==> src/rtl/dacq_pkg.sv <==
package dacq_pkg;

  // One-cycle action strobes from the decoder to the register bank
  typedef struct packed {
    logic clear;    // force every register to the reset code
    logic loadAll;  // copy all input registers to the output rank
    logic wrIn;     // write the addressed input register
    logic wrOut;    // write the addressed output register too
    logic rdEn;     // present the addressed input register
  } dacqStrobes_t;

endpackage

==> src/rtl/dacq_ctrl.sv <==
module dacq_ctrl
  import dacq_pkg::*;
(
  input  logic         resetN,
  input  logic         csN,
  input  logic         rdWr,
  input  logic         loadN,
  output dacqStrobes_t strobes
);

  // Priority: reset, then selected access, then unselected load/hold
  always_comb begin
    strobes = '0;
    if (!resetN) begin
      strobes.clear = 1'b1;
    end else if (!csN) begin
      if (rdWr) begin
        strobes.rdEn = 1'b1;
      end else begin
        strobes.wrIn  = 1'b1;
        strobes.wrOut = !loadN;
      end
    end else begin
      strobes.loadAll = !loadN;
    end
  end

endmodule

==> src/rtl/dacq_bank.sv <==
module dacq_bank
  import dacq_pkg::*;
#(
  parameter int                DATA_W     = 12,
  parameter int                ADDR_W     = 2,
  parameter logic [DATA_W-1:0] RESET_CODE = 12'h800
) (
  input  logic                         clk,
  input  dacqStrobes_t                 strobes,
  input  logic [ADDR_W-1:0]            chanSel,
  input  logic [DATA_W-1:0]            wrData,
  output logic [DATA_W-1:0]            rdData,
  output logic                         rdValid,
  output logic [(1<<ADDR_W)*DATA_W-1:0] dacLevels
);

  localparam int NCH    = 1 << ADDR_W;
  localparam int FLAT_W = NCH * DATA_W;

  logic [DATA_W-1:0] inReg  [NCH];
  logic [DATA_W-1:0] outReg [NCH];
  logic [FLAT_W-1:0] inFlat;

  for (genvar ch = 0; ch < NCH; ch++) begin : g_chan
    logic hit;
    assign hit = (chanSel == ADDR_W'(ch));

    always_ff @(posedge clk) begin
      if (strobes.clear) begin
        inReg[ch] <= RESET_CODE;
      end else if (strobes.wrIn && hit) begin
        inReg[ch] <= wrData;
      end
    end

    always_ff @(posedge clk) begin
      if (strobes.clear) begin
        outReg[ch] <= RESET_CODE;
      end else if (strobes.wrOut && hit) begin
        outReg[ch] <= wrData;
      end else if (strobes.loadAll) begin
        outReg[ch] <= inReg[ch];
      end
    end

    assign dacLevels[ch*DATA_W +: DATA_W] = outReg[ch];
    assign inFlat[ch*DATA_W +: DATA_W]    = inReg[ch];
  end

  always_ff @(posedge clk) begin
    if (strobes.rdEn) begin
      rdData  <= inReg[chanSel];
      rdValid <= 1'b1;
    end else begin
      rdData  <= '0;
      rdValid <= 1'b0;
    end
  end

  AST_RESET_CODE: assert property (@(posedge clk)
    strobes.clear |=> (dacLevels == {NCH{RESET_CODE}}) && (inFlat == {NCH{RESET_CODE}}) && !rdValid);

  AST_LOAD_ALL: assert property (@(posedge clk) disable iff (strobes.clear)
    strobes.loadAll |=> dacLevels == $past(inFlat));

  AST_READ_NO_CHANGE: assert property (@(posedge clk) disable iff (strobes.clear)
    strobes.rdEn |=> rdValid && $stable(dacLevels) && $stable(inFlat));

  AST_HOLD_IDLE: assert property (@(posedge clk) disable iff (strobes.clear)
    !strobes.wrIn && !strobes.rdEn && !strobes.loadAll |=> $stable(dacLevels) && $stable(inFlat));

  AST_RD_QUIET: assert property (@(posedge clk) disable iff (strobes.clear)
    !rdValid |-> rdData == '0);

endmodule

==> src/rtl/dacq_top.sv <==
module dacq_top
  import dacq_pkg::*;
#(
  parameter int                DATA_W     = 12,
  parameter int                ADDR_W     = 2,
  parameter logic [DATA_W-1:0] RESET_CODE = 12'h800
) (
  input  logic                          clk,
  input  logic                          resetN,
  input  logic                          csN,
  input  logic                          rdWr,
  input  logic                          loadN,
  input  logic [ADDR_W-1:0]             chanSel,
  input  logic [DATA_W-1:0]             wrData,
  output logic [DATA_W-1:0]             rdData,
  output logic                          rdValid,
  output logic [(1<<ADDR_W)*DATA_W-1:0] dacLevels
);

  dacqStrobes_t strobes;

  dacq_ctrl u_ctrl (
    .resetN (resetN),
    .csN    (csN),
    .rdWr   (rdWr),
    .loadN  (loadN),
    .strobes(strobes)
  );

  dacq_bank #(
    .DATA_W    (DATA_W),
    .ADDR_W    (ADDR_W),
    .RESET_CODE(RESET_CODE)
  ) u_bank (
    .clk      (clk),
    .strobes  (strobes),
    .chanSel  (chanSel),
    .wrData   (wrData),
    .rdData   (rdData),
    .rdValid  (rdValid),
    .dacLevels(dacLevels)
  );

endmodule

==> config.mk <==
export PLATFORM = sky130hd
export DESIGN_NAME = dacq_top
export DESIGN_NICKNAME = d
export VERILOG_FILES = /design/src/rtl/dacq_pkg.sv /design/src/rtl/dacq_ctrl.sv /design/src/rtl/dacq_bank.sv /design/src/rtl/dacq_top.sv
export SDC_FILE = /design/constraint.sdc
export NUM_CORES = 1
export LEC_CHECK = 0
export BUFFER_PORTS_ARGS = -buffer_cell sky130_fd_sc_hd__buf_4
export CORE_MARGIN = 2
export CORE_UTILIZATION = 48
export CTS_CLUSTER_DIAMETER = 80
export DETAILED_ROUTE_END_ITERATION = 7
export PLACE_DENSITY_LB_ADDON = 0.2
export SYNTH_ARGS = -nofsm -noshare
export SYNTH_HDL_FRONTEND = slang
export SYNTH_SLANG_ARGS = --single-unit
==> constraint.sdc <==
create_clock -name clk -period 3.8 [get_ports clk]
set_input_delay 0.95 -clock clk [delete_from_list [all_inputs] [get_ports clk]]
set_output_delay 0.95 -clock clk [all_outputs]
set_load 0.01 [all_outputs]
==> run summary, run 1 <==
Worst Setup End Kind: flop
Sequential-to-total area share from yosys stat: 0.6989
Number of setup buffers added after CTS: 0
Via Count: 2,649
First-pass GRT wire length: 14,790 um
Post-synth net total: 297
PortBufs: 79
Mapped Cells: 278
Sink Count: 109
Core area: 0.009153 mm^2
Drt total wl: 9590 um
GRT Total Usage: 0.1992
IO Count: 80
Worst EP arrival: 2.53 ns
Post-DP HPWL: 7162 um
RSZ-0062 raised after global routing: false
Worst-path clk slew: 0.10 ns
TritonCTS clock tree: done
Worst setup SP type: primary input
Max Fclk: 0.3958 GHz
Max-cap violations: 0
Worst slew pin tran: 1.086 ns
Yosys cell types: 27
Starting Density: 0.4913
Final nets: 373
Layout cells sized above 1: 0.3259
Max Buffers Root-to-Sink: 2
Post-synth EDFFs: 96
Synth Register Bits: 109
Synth async-reset ratio: 0
Synth warn: 0
Hold Buf Count CTS: 0
Antenna-violating nets left: 0
TritonRoute pass-1 iters: 4
Most common cell after layout, fill and taps aside: edfxtp_1
CTS H-tree depth: 3
Register area: 0.003143 mm^2
Die Span X: 100.8 um
Via density per instance: 5.636
Setup violators final: 0
Drt initial violations: 157
Latest clock arrival within the worst-skew pair: 0.36 ns
Final Hold Viols: 0
Cts repair resizes: 0
Placed cell count: 454
Antenna violations before repair: 0
Worst slack at placement: 0.8802 ns
Die area: 0.01016 mm^2
Slew HR: 0.2762
Multi-input logic area: 0.001250 mm^2
Row count: 35
Remaining DRCs: 0
Remaining Overflow, GRT: 0
Clk root buf: clkbuf_8
Most frequent cells in the layout: edfxtp_1 (96), buf_4 (86), and2_1 (45)
Path type of the worst min-delay path: flop to flop
Crit-path max FO: 13
Final Slew Violations: 0
Worst setup margin: 1.273 ns
Fillers: 717
PwrDens: 430.1 mW/mm^2
TritonCTS Buffers: 9
Routed wire length per instance: 20.40 um
Leakage: 0.002045 uW
Pin count of the biggest net entering global routing: 34
Clk_skew: 0.01069 ns
Vias in the first global route: 2,561
Mapped cell area: 0.004497 mm^2
Synth Flop Type: edfxtp_1
Post-layout util: 0.5876
Final min period: 2.527 ns
Placer congestion estimate: 0.7879
Final std cells w/o fill: 470
CP Class: primary input to flop
Maximum VDD drop: 0.0002155 V
Average cell area after synthesis: 16.18 um^2
Die H: 100.8 um
Setup TNS: 0 ns
Status: finished clean
Tcrit/Tclk final: 0.6649
Synth-to-layout area growth: 19.59%
WP data required: 3.80 ns
N_diodes: 0
cells by family (layout without fill, tap and decap cells):
family	Yosys count	in the layout	synth area share
DFF	109	109	0.6989
and+or+nand+nor	83	83	0.1141
AOI/OAI and AO/OA	51	51	0.1038
buffers and inverters	23	104	0.02309
muxes	12	12	0.06010
layout make-up:
cell class,instances,share of cell area
Inverter,2,0.001396
Sequential cell,109,0.5845
Clock buffer,10,0.02373
Clock inverter,6,0.01210
Timing Repair Buffer,86,0.1201
Tap cell,111,0.02583
Multi-Input combinational cell,146,0.2324
power by group:
group	switching (uW)	internal [uW]	leakage, uW	total, uW
clock	381	305	0.0000962	687
sequential	34.9	1380	0.00107	1410
combinational	112	104	0.000877	216
cell usage after synthesis, types with 3 or more instances:
cell | number | area [um^2]
a22o_1 | 33 | 289.0
a2bb2oi_1 | 3 | 26.28
and2_1 | 45 | 281.5
buf_2 | 8 | 40.04
clkbuf_1 | 11 | 41.29
dfxtp_1 | 13 | 260.3
edfxtp_1 | 96 | 2883
mux4_2 | 12 | 270.3
nand2_1 | 7 | 26.28
nand2b_1 | 3 | 18.77
nand3b_1 | 4 | 30.03
nor2_1 | 4 | 15.01
nor2b_1 | 13 | 81.33
o221a_1 | 9 | 101.4
worst max-delay path: stages:
cell and delay (ns):
buf_4 0.12, or4b_1 0.61, nor2_1 0.14, buf_4 0.20, nand3b_1 0.49
routing by layer:
metal	routed length (um)	share of wire	GRT usage
met1	4481	0.47	0.2919
met2	4455	0.46	0.3036
met3	540	0.056	0.04300
met4	113	0.012	0.05585
met5	0	0	0
state kept, by name (all words and copies together), names as in the netlist:
| name | cells |
|---|---|
| u_bank.inReg | 48 |
| u_bank.rdData | 12 |
| u_bank.outReg | 48 |
| u_bank.rdValid | 1 |
worst paths after layout:
kind	startpoint	to	slack (ns)	cells after the start
worst max-delay path	csN	u_bank.outReg[1][13]	1.27	5
worst min register to register	u_bank.inReg[1][7]	u_bank.outReg[0][19]	0.58	1
worst max register to register	u_bank.inReg[2][8]	u_bank.rdData[8]	2.57	2
worst min-delay path	u_bank.inReg[1][7]	u_bank.outReg[0][19]	0.58	1
per-stage QoR:
| step | power, uW | hold WS, ns | cell area [um^2] |
|---|---|---|---|
| finish | 2313 | 0.5799 | 5378 |
| global placement | 1648 | 0.5675 | 5185 |
| CTS | 2319 | 0.5734 | 5378 |
| global route | 2389 | 0.6007 | 5378 |
| floorplan | 1535 | 0.5366 | 4497 |
| detailed placement | 1655 | 0.5616 | 5185 |
No activity file was read; power rests on OpenSTA's default activity.
==> inputs of run 2 (changes only) <==
clock period = 2.5 ns   (was 3.8 ns; I/O delays follow)
==> run summary, run 2 (synthesized netlist as in run 1, its figures left out) <==
Worst r2r src: u_bank.inReg[2][8]
RSZ-0062 raised after global routing: false
Clock group share of total power: 0.321 (+0.024)
Hold Buf Count CTS: 0 (unchanged)
Total power: 3647 uW (+58%)
IO Count: 80 (unchanged)
Tcrit/Tclk final: 0.7800
Status: finished clean
Routed wire length per instance: 19.16 um (-6.1%)
M1 GR Usage: 0.2895 (-0.002411)
Layout cells sized above 1: 0.3432 (+0.01734)
GR Util met3: 0.03398 (-0.009015)
TritonCTS clock tree: done
Origin of the worst setup path: resetN
Via density per instance: 5.565 (-1.3%)
TritonRoute pass-1 iters: 6 (+2)
Worst EP arrival: 2.17 ns (-0.36 ns)
Row count: 35 (unchanged)
Leakage: 0.002116 uW (+3.5%)
Post-layout instance area: 0.005495 mm^2 (+2.2%)
GRT met2 Usage: 0.2862 (-0.01744)
Vias in the first global route: 2,553 (-0.31%)
CTS H-tree depth: 3 (unchanged)
Most frequent cells in the layout: buf_4 (97), edfxtp_1 (96), and2_1 (45)
Maximum VDD drop: 0.0002979 V (+38%)
Drt total wl: 9218 um (-3.9%)
Cts repair resizes: 0 (unchanged)
Worst-path clk slew: 0.09 ns (about the same)
PortBufs: 79 (unchanged)
Worst slew pin tran: 1.093 ns (+0.007473 ns)
Slew HR: 0.2712 (-0.004983)
Post-DP HPWL: 6768 um (-5.5%)
Placed cell areas: 0.005268 mm^2 (+1.6%)
Die H: 100.8 um (unchanged)
CP Class: primary input to flop
WP data required: 2.72 ns (-1.08 ns)
Worst Hold Launch: u_bank.inReg[0][5]
TritonCTS Buffers: 9 (unchanged)
First-pass GRT wire length: 14,480 um (-2.1%)
Antenna-violating nets left: 0 (unchanged)
Final Slew Violations: 0 (unchanged)
Pin count of the biggest net entering global routing: 34 (unchanged)
N_diodes: 0 (unchanged)
Core area: 0.009153 mm^2 (unchanged)
Die Span X: 100.8 um (unchanged)
Starting Density: 0.4913 (unchanged)
Synth-to-layout area growth: 22.20%
Placer congestion estimate: 0.8074 (+2.5%)
Final Hold Viols: 0 (unchanged)
Drt initial violations: 149 (-5.1%)
GRT Total Usage: 0.1928 (-0.006324)
Latest clock arrival within the worst-skew pair: 0.36 ns (about the same)
Sequential power share: 0.586 (-0.024)
Max-cap violations: 0 (unchanged)
Path type of the worst min-delay path: flop to flop
Worst setup SP type: primary input
Number of setup buffers added after CTS: 0 (unchanged)
Top Registers: u_bank.inReg: 48 flops, u_bank.outReg: 48 flops, u_bank.rdData: 12 flops
Final nets: 384 (+2.9%)
Clk root buf: clkbuf_8
Setup TNS: 0 ns (unchanged)
Setup violators final: 0 (unchanged)
Remaining Overflow, GRT: 0 (unchanged)
Remaining DRCs: 0 (unchanged)
Max Fclk: 0.5129 GHz
Sw Ratio: 0.2104 (-0.01812)
Comb power frac: 0.093 (about the same)
Most common cell after layout, fill and taps aside: buf_4
Worst Setup End Kind: flop
Clk_skew: 0.009826 ns (-0.0008604 ns)
Sink Count: 109 (unchanged)
Max Buffers Root-to-Sink: 2 (unchanged)
Via Count: 2,677 (+1.1%)
Antenna violations before repair: 0 (unchanged)
Switching Power: 767.2 uW (+45%)
Crit-path max FO: 33 (+20)
Final min period: 1.950 ns
Fillers: 725 (+1.1%)
Die area: 0.01016 mm^2 (unchanged)
Global route hottest layer: met1
Pint: 2880 uW (+61%)
PwrDens: 663.7 mW/mm^2 (+54%)
## run 2: cell types whose count changed in the layout (fill, tap and decap cells not counted), sizes merged
| cell | delta |
|---|---|
| buf | +11 |
| clkbuf | +3 |
| clkinv | -3 |
| bufinv | +1 |
| clkinvlp | -1 |
## run 2: critical path: stages
cell and delay, ns:
buf_4 0.14, nor2b_1 0.21, and2_1 0.88, a22o_1 0.30
## run 2: power groups by stage
stage | Sequential [uW] | Clock, uW | Combinational [uW]
after floorplan | 2190 | 0 | 143
after global placement | 2180 | 0 | 338
after detailed placement | 2180 | 0 | 342
after CTS | 2140 | 1190 | 343
after global routing | 2150 | 1260 | 367
final | 2140 | 1170 | 339
## run 2: cell type report
class | count | area [um^2] | area share
well taps | 111 | 138.9 | 0.02527
clock buffers | 13 | 158.9 | 0.02892
repair buffers | 97 | 728.2 | 0.1325
multi-input cells | 146 | 1250 | 0.2275
clock inverters | 3 | 68.82 | 0.01252
inverters | 2 | 7.507 | 0.001366
flip-flops and latches | 109 | 3143 | 0.5719
## run 2: metal layers
metal / part of all wire / wire [um]
met5: 0 / 0
met4: 0.015 / 137
met3: 0.061 / 564
met2: 0.44 / 4043
met1: 0.49 / 4473
## run 2: worst paths after layout
check / end / slack (ns) / depth (start not counted)
setup reg to reg: u_bank.rdData[8] / 1.30 / 2
hold reg to reg: u_bank.outReg[0][5] / 0.57 / 1
setup / recovery: u_bank.outReg[1][21] / 0.55 / 4
hold / removal: u_bank.outReg[0][5] / 0.57 / 1
## run 2: per-stage QoR
stage          instances    util  worst slack (ns)  hold WS [ns]
2_1_floorplan        278       -           0.06261        0.5366
3_3_place_gp         465  0.5755            0.2298        0.5526
3_5_place_dp         465  0.5755            0.1800        0.5581
4_1_cts              481  0.6004            0.5508        0.5750
5_1_grt              481  0.6004            0.3531        0.5894
6_report             481  0.6004            0.5501        0.5749
==> inputs of run 3 (changes only) <==
clock period = 1.6 ns   (was 2.5 ns; I/O delays follow)
==> run summary, run 3 (synthesized netlist as in run 1, its figures left out) <==
Status: finished clean
Comb power frac: 0.109 (+0.016)
Placed cell areas: 0.005480 mm^2 (+4.0%)
Routed wire length per instance: 18.92 um (-1.3%)
Worst setup margin: 0.03335 ns (-0.5168 ns)
Final min period: 1.567 ns
PwrDens: 959.0 mW/mm^2 (+44%)
Worst slack at placement: -0.3886 ns (-0.5686 ns)
Tcrit/Tclk final: 0.9792
GRT Total Usage: 0.1957 (+0.002831)
Worst slew pin tran: 0.2494 ns (-0.8438 ns)
WP data required: 1.70 ns (-1.02 ns)
RSZ-0062 raised after global routing: false
CP cell instances: buf_4 -> or3b_1 -> or3b_4 -> nand2_1 -> buf_12
Core area: 0.009153 mm^2 (unchanged)
Path type of the worst min-delay path: primary input to flop
Most common cell after layout, fill and taps aside: buf_4
Leakage: 0.002196 uW (+3.8%)
PortBufs: 79 (unchanged)
Antenna violations before repair: 0 (unchanged)
Final Slew Violations: 0 (unchanged)
Worst-path clk slew: 0.10 ns (about the same)
Via Count: 2,725 (+1.8%)
Clock group share of total power: 0.274 (-0.047)
Starting Density: 0.4913 (unchanged)
TritonCTS Buffers: 9 (unchanged)
Row count: 35 (unchanged)
Die Span X: 100.8 um (unchanged)
TritonRoute pass-1 iters: 4 (-2)
Worst setup SP type: primary input
Vias in the first global route: 2,663 (+4.3%)
Max-cap violations: 0 (unchanged)
Crit-path max FO: 13 (-61%)
Synth-to-layout area growth: 25.74%
Drt initial violations: 185 (+24%)
Final Hold Viols: 0 (unchanged)
Sw Ratio: 0.2343 (+0.02399)
Slew HR: 0.8336 (+0.5624)
CP max stage cell: or3b_4
Max Buffers Root-to-Sink: 2 (unchanged)
Remaining DRCs: 0 (unchanged)
Worst Setup End Kind: flop
Post-DP HPWL: 7186 um (+6.2%)
Max Fclk: 0.6383 GHz
WHS: 0.3543 ns (-0.2206 ns)
Top Registers: u_bank.inReg: 48 flops, u_bank.outReg: 48 flops, u_bank.rdData: 12 flops
Die area: 0.01016 mm^2 (unchanged)
Clk root buf: clkbuf_8
Sink Count: 109 (unchanged)
Post-layout util: 0.6178 (+0.01736)
CP Class: primary input to flop
Register area: 0.003143 mm^2 (unchanged)
First-pass GRT wire length: 14,790 um (+2.2%)
IO Count: 80 (unchanged)
Clk_skew: 0.01652 ns (+0.006692 ns)
Latest clock arrival within the worst-skew pair: 0.37 ns (about the same)
Pint: 4152 uW (+44%)
Hold Buf Count CTS: 0 (unchanged)
CTS H-tree depth: 3 (unchanged)
Drt total wl: 9364 um (+1.6%)
Antenna-violating nets left: 0 (unchanged)
Die H: 100.8 um (unchanged)
Layout cells sized above 1: 0.3776 (+0.03436)
Sequential power share: 0.617 (+0.031)
Multi-input logic area: 0.001270 mm^2 (+1.6%)
TritonCTS clock tree: done
Remaining Overflow, GRT: 0 (unchanged)
Pin count of the biggest net entering global routing: 34 (unchanged)
Fillers: 679 (-6.3%)
Total power: 5422 uW (+49%)
Final nets: 398 (+3.6%)
Worst EP arrival: 1.67 ns (-0.50 ns)
Post-layout instance area: 0.005654 mm^2 (+2.9%)
Via density per instance: 5.505 (-1.1%)
Maximum VDD drop: 0.0004382 V (+47%)
Switching Power: 1271 uW (+66%)
N_diodes: 0 (unchanged)
Most frequent cells in the layout: buf_4 (104), edfxtp_1 (96), and2_1 (45)
CP peak stage delay: 0.47 ns (-0.41 ns)
Placer congestion estimate: 0.7654 (-5.2%)
Setup violators final: 0 (unchanged)
-- run 3: cell types whose count changed in the layout (fill, tap and decap cells not counted), sizes merged --
cell | before | now
clkbuf | 13 | 9
bufinv | 2 | 0
clkinv | 1 | 5
buf | 97 | 111
inv | 2 | 4
-- run 3: power by group through the flow --
stage	Combinational [uW]	Sequential (uW)	Clock (uW)
finish	593	3340	1490
global route	639	3360	1620
CTS	601	3340	1510
detailed placement	599	3410	0
global placement	586	3400	0
floorplan	235	3420	0
-- run 3: stage by stage --
stage | cells | TNS [ns]
5_1_grt | 495 | 0
2_1_floorplan | 278 | -39.12
6_report | 495 | 0
3_5_place_dp | 479 | -38.03
3_3_place_gp | 479 | -33.95
4_1_cts | 495 | 0
-- run 3: layout make-up --
class                   count  area share
flip-flops and latches    109      0.5559
inverters                   2    0.001328
clock inverters             7    0.008852
well taps                 111     0.02456
multi-input cells         146      0.2246
repair buffers            111      0.1629
clock buffers               9     0.02191
-- run 3: critical path: cells and delay by family --
kind | cells | cell delay, ns
buf+inv | 2 | 0.26
simple gates | 3 | 0.99
-- run 3: metal layers --
| layer | up-vias | track usage | part of all wire |
|---|---|---|---|
| met5 | - | 0 | 0 |
| met4 | 0 | 0.06849 | 0.013 |
| met3 | 16 | 0.04092 | 0.065 |
| met2 | 102 | 0.2944 | 0.45 |
| met1 | 1327 | 0.2856 | 0.47 |
| li1 | 1280 | - | - |
-- run 3: worst paths after layout --
| check | startpoint | depth (start not counted) | end | slack, ns |
|---|---|---|---|---|
| setup / recovery | csN | 5 | u_bank.inReg[2][8] | 0.03 |
| hold / removal | wrData[11] | 2 | u_bank.outReg[1][11] | 0.35 |
| setup reg to reg | u_bank.inReg[2][0] | 2 | u_bank.rdData[0] | 0.39 |
| hold reg to reg | u_bank.inReg[3][1] | 1 | u_bank.outReg[1][13] | 0.60 |
-- run 3: what timing repair did --
action | in CTS | in global routing
setup endpoints to repair | 0 | 17
buffers inserted | 0 | 0
resized for setup | 0 | 0
